--- src/rtl/cbm_pkg.sv ---
package cbm_pkg;
  typedef enum logic [1:0] {
    MODE_SHARE = 2'd0,
    MODE_EXCL  = 2'd1,
    MODE_PLOCK = 2'd2
  } mode_e;

  typedef enum logic [2:0] {
    ERR_OK         = 3'd0,
    ERR_NONCONTIG  = 3'd1,
    ERR_TOOFEW     = 3'd2,
    ERR_RANGE      = 3'd3,
    ERR_OVL_EXCL   = 3'd4,
    ERR_NOT_UNUSED = 3'd5
  } err_e;

  localparam logic [2:0] USE_FREE   = 3'd0;
  localparam logic [2:0] USE_HW     = 3'd1;
  localparam logic [2:0] USE_HWSW   = 3'd2;
  localparam logic [2:0] USE_SW     = 3'd3;
  localparam logic [2:0] USE_EXCL   = 3'd4;
  localparam logic [2:0] USE_LOCKED = 3'd5;
endpackage

--- src/rtl/cbm_usage_map.sv ---
module cbm_usage_map
  import cbm_pkg::*;
#(
  parameter int WAYS    = 8,
  parameter int ENTRIES = 4
) (
  input  logic [ENTRIES-1:0][WAYS-1:0] ent_mask,
  input  logic [ENTRIES-1:0][1:0]      ent_mode,
  input  logic [WAYS-1:0]              hw_share_mask,
  output logic [3*WAYS-1:0]            usage
);
  for (genvar w = 0; w < WAYS; w++) begin : g_way
    logic held_lock, held_excl, held_share;

    always_comb begin
      held_lock  = 1'b0;
      held_excl  = 1'b0;
      held_share = 1'b0;
      for (int e = 0; e < ENTRIES; e++) begin
        if (ent_mask[e][w]) begin
          if (ent_mode[e] == MODE_PLOCK)     held_lock  = 1'b1;
          else if (ent_mode[e] == MODE_EXCL) held_excl  = 1'b1;
          else                               held_share = 1'b1;
        end
      end
    end

    always_comb begin
      if (held_lock)             usage[3*w +: 3] = USE_LOCKED;
      else if (held_excl)        usage[3*w +: 3] = USE_EXCL;
      else if (held_share)       usage[3*w +: 3] = hw_share_mask[w] ? USE_HWSW : USE_SW;
      else if (hw_share_mask[w]) usage[3*w +: 3] = USE_HW;
      else                       usage[3*w +: 3] = USE_FREE;
    end
  end
endmodule

--- config.mk ---
export PLATFORM = sky130hd
export DESIGN_NAME = cbm_usage_map
export DESIGN_NICKNAME = d
export VERILOG_FILES = /design/src/rtl/cbm_pkg.sv /design/src/rtl/cbm_usage_map.sv
export SDC_FILE = /design/constraint.sdc
export NUM_CORES = 1
export LEC_CHECK = 0
export ABC_AREA = 1
export BUFFER_PORTS_ARGS = -buffer_cell sky130_fd_sc_hd__buf_2
export CAP_MARGIN = 0
export CELL_PAD_IN_SITES_DETAIL_PLACEMENT = 0
export CELL_PAD_IN_SITES_GLOBAL_PLACEMENT = 1
export CORE_MARGIN = 5
export CORE_UTILIZATION = 30
export DETAILED_ROUTE_END_ITERATION = 10
export PLACE_DENSITY_LB_ADDON = 0.1
export SETUP_SLACK_MARGIN = 0.15
export SYNTH_ARGS = -nofsm -noshare
export SYNTH_HDL_FRONTEND = slang
export SYNTH_SLANG_ARGS = --single-unit
--- constraint.sdc ---
create_clock -name vclk -period 3.05
set_input_delay 0.305 -clock vclk [all_inputs]
set_output_delay 0.305 -clock vclk [all_outputs]
set_load 0.1 [all_outputs]
# Yosys cells after proc, flatten, opt, wreduce, memory -nomap -nowiden
# Cells that the tools add are included.
[totals]
regBits = 0
in_bits = 48
output_inout_bits = 24
wordCells = 269
[classes]
n_eq_ne = 8
muxes = 261
[op_table]
columns = ["cell", "count"]
rows = [
  ["1-bit two-way mux", 237],
  ["3-bit two-way mux", 16],
  ["2-bit two-way mux", 8],
  ["2-bit by 1-bit equality test with 1-bit output, second input constant", 4],
  ["2-bit equality test, second input constant", 4],
]

# Logic depth before layout (Yosys ltp)
[logic_depth]
ltp_word = 16
ltp_mapped = 9
ltp_nobuf = 8

# Least setup slack after synthesis
# No wires, ideal clock.
[synth_path]
kind = "input port to output port"
startpoint = "in ent_mode[0] (netlist name)"
endpoint = "out usage[19]"
arrival_ns = 2.982
setup_slack_ns = -0.237
path_stages = 8
path_buffers = 1
cell_sequence = "inv_1 ha_1 buf_1 nand2_1 o21ai_1 nor2_1 nand2_1 nor2_1"
[synth_between]
elab_chain_len = 16
elab_cells_between_ends = 37
[synth_rtl]
columns = ["item", "line_no", "source"]
rows = [
  ["from (decl)", "cbm_usage_map.sv:8", "input logic [ENTRIES-1:0][1:0] ent_mode,"],
  ["2-bit by 1-bit equality test with 1-bit output", "cbm_usage_map.sv:22", "else if (ent_mode[e] == MODE_EXCL) held_excl = 1'b1;"],
  ["1-bit two-way mux", "cbm_usage_map.sv:22", ""],
  ["1-bit two-way mux", "cbm_usage_map.sv:21", "if (ent_mode[e] == MODE_PLOCK) held_lock = 1'b1;"],
  ["1-bit two-way mux", "cbm_usage_map.sv:20", "if (ent_mask[e][w]) begin"],
  ["1-bit two-way mux", "cbm_usage_map.sv:22", ""],
  ["1-bit two-way mux", "cbm_usage_map.sv:21", ""],
  ["1-bit two-way mux", "cbm_usage_map.sv:20", ""],
  ["1-bit two-way mux", "cbm_usage_map.sv:22", ""],
  ["1-bit two-way mux", "cbm_usage_map.sv:21", ""],
  ["1-bit two-way mux", "cbm_usage_map.sv:20", ""],
  ["1-bit two-way mux", "cbm_usage_map.sv:22", ""],
  ["1-bit two-way mux", "cbm_usage_map.sv:21", ""],
  ["1-bit two-way mux", "cbm_usage_map.sv:20", ""],
  ["2-bit two-way mux", "cbm_usage_map.sv:31", "else if (held_share) usage[3*w +: 3] = hw_share_mask[w] ? USE_HWSW : USE_SW;"],
  ["3-bit two-way mux", "cbm_usage_map.sv:30", "else if (held_excl) usage[3*w +: 3] = USE_EXCL;"],
  ["3-bit two-way mux (*)", "cbm_usage_map.sv:29", "if (held_lock) usage[3*w +: 3] = USE_LOCKED;"],
  ["to (decl)", "cbm_usage_map.sv:10", "output logic [3*WAYS-1:0] usage"],
]
# Mark *: on every way between the ends. The rest lies on a longest branch, timed or not.

# Worst setup path after layout
[layout_path]
startpoint = "in ent_mode[0] (netlist name)"
endpoint = "out usage[15]"
# Same word-level chain as after synthesis.

==> metrics.txt <==
top-area cell type share of the netlist area=between 10% and 20%; Final Util=40.0%; slowest CP cell=ha_1; WL met2=around 1900 um; Antenna Cells=0; Critical path destination=usage[15]; Sequential cell area=0 um2; Syn Nets=275; WL final=between 3000 and 4000 um; DR vias=between 1,500 and 2,000; critical path data required time=2.74 ns; worst min path class=input pin to output pin; largest cells by area after synthesis=nand2_1 19%, nand3_1 12%, inv_1 11%; RSZ-0062 raised after global routing=no; Top delay family on crit path=buffers and inverters; period utilisation layout=68.8%; seq_cells=0; CP most frequent cell=nand2_1; P per Cell Area=384 nW/um2; detailed placer's ending HPWL=3060 um; first-pass GRT wire length=6700 um; Layout clock buffers=0; final setup vio count=0; DRT Pass-1 Iters=4; DR WL/cell=around 11 um; routed vias/inst=approximately 4.7; Yosys warning total=0; crit path kind=input pin to output pin; count of input and output buffers=72; Mapped Avg Cell Area=5.23 um2; largest net degree at the start of global routing=17; DRT antenna net count=0; fin. max-slew vios=0; area leader, netlist=nand2_1; postcts setup bufs=0; Crit. path cell count=10; Fin. Hold Viols=0; Final #Nets=340; VDD IR-drop max=0.217 mV; share of layout cells above drive strength 1=between 30 and 40%; Fin Setup TNS=0 ns; Worst slew margin=67.6%; CP Data Arrival Time=1.79 ns; slowest stage delay, CP=roughly 0.48 ns; fraction of the yosys area taken by sequential cells=0%; top sig layer=met3; most frequent cell after synthesis=nand2_1; synth-to-layout area growth=27.2%; Die Width=about 73 um; hold_buf cts=0; Period minus WS final=2.10 ns; Post-Syn Area=approximately 1200 um2; DRC viols=0; vias in the first global route=1,531; GRT Overall Usage=approximately 15%; Critical Path End Type=output pin; die area=5280 um2; antenna violations before repair=0; count of cell types in the netlist=20; leading cell types by count after synthesis=61 x nand2_1, 34 x inv_1, 28 x nand3_1, 18 x o21ai_1, 16 x nor2_1; Initial Util=between 30% and 40%; leakage=~0.9 nW; Row Count=22; status=complete, no violations; Max Cap Viol=0; Post-Synthesis Cells=225; Congestion Overflow GR=0; Critical Path Source=ent_mode[0]; Metal-1 WL=1700 um; DR WL met3=278 um; area occupied by multi-input gates=a little over 900 um2; Worst setup SP type=input pin; CP bufs+invs=3; num ports=72; Resize count post-CTS=0; GP Congestion=0.773; CP Cell Sequence=buf_2 > inv_1 > ha_1 > nand2_1 > nand2_4 > nor2_4 > nand2_1 > nand3_1 > nand2_1 > buf_2; Core Area=3740 um2; worst-path fanout max=8; # fillers=468; Slew @ Worst Pin=approximately 0.49 ns; Die Y-Extent=between 70 and 80 um; maximum clock frequency=between 400 and 500 MHz; drt initial violations=52
-- worst min-delay path: stages --
cell and delay, ns:
buf_2 0.09, o21ai_1 0.05, nand3_1 0.06, nand2_1 0.04, buf_2 0.28
-- metrics by stage --
stage / power, mW / area (um2) / std cells / worst slack [ns] / hold WS [ns]
2_1_floorplan: 0.480 / 1180 / 225 / 0.209 / 1.01
3_3_place_gp: 0.580 / 1500 / 336 / 0.954 / 1.14
3_5_place_dp: 0.579 / 1500 / 336 / 0.932 / 1.13
4_1_cts: 0.580 / 1500 / 336 / 0.928 / 1.14
5_1_grt: 0.617 / 1500 / 336 / 0.799 / 1.18
6_report: 0.575 / 1500 / 336 / 0.952 / 1.13
-- cells by family (layout without fill, tap and decap cells) --
logic type	count (synthesis)	after routing	share of synthesized area [%]
AO/OA/AOI/OAI	40	40	19.2
adder cells (fa/ha/maj)	2	2	2.13
buffers and inverters	49	112	21.5
AND/OR/NAND/NOR	134	134	57.2
-- report_power, final --
| part | leakage (nW) | total, mW | internal, mW | switching [mW] |
|---|---|---|---|---|
| combinational | 0.916 | 0.575 | 0.114 | 0.462 |
| clock | 0 | 0 | 0 | 0 |
| sequential | 0 | 0 | 0 | 0 |
-- routing by layer --
layer  vias to the layer above  GRT usage [%]
met3                         0           1.38
met5                         -              0
met2                        42           28.3
met4                         0          0.410
li1                        844              -
met1                       683           19.0
-- placed cells by master, fill, tap and decap left out --
cell type  count
nand3_4        1
nor2_1        15
inv_1         34
nand2_2        2
inv_2          6
o21ai_0        6
nand3_2        3
o22ai_2        1
nand3_1       28
o22ai_1       15
ha_1           2
nor2_2        16
nand2_4        7
o21ai_1       18
buf_2         72
nand2_1       61
nor2_4         1
-- worst min path at each step --
stage | start | end | slack, ns | cells past startpoint
floorplan | ent_mask[29] | usage[16] | 1.01 | 4
global placement | hw_share_mask[6] | usage[18] | 1.14 | 5
detailed placement | hw_share_mask[5] | usage[15] | 1.13 | 5
CTS | hw_share_mask[5] | usage[15] | 1.14 | 5
global route | hw_share_mask[5] | usage[15] | 1.18 | 5
finish | hw_share_mask[5] | usage[15] | 1.13 | 5
-- area by class of cell --
type / instances / share of cell area [%]
inverter: 40 / 10.0
tap: 48 / 4.01
timing repair buffer: 72 / 24.1
multi-input combinational: 176 / 61.9
Power figures use the tool's default switching activity.
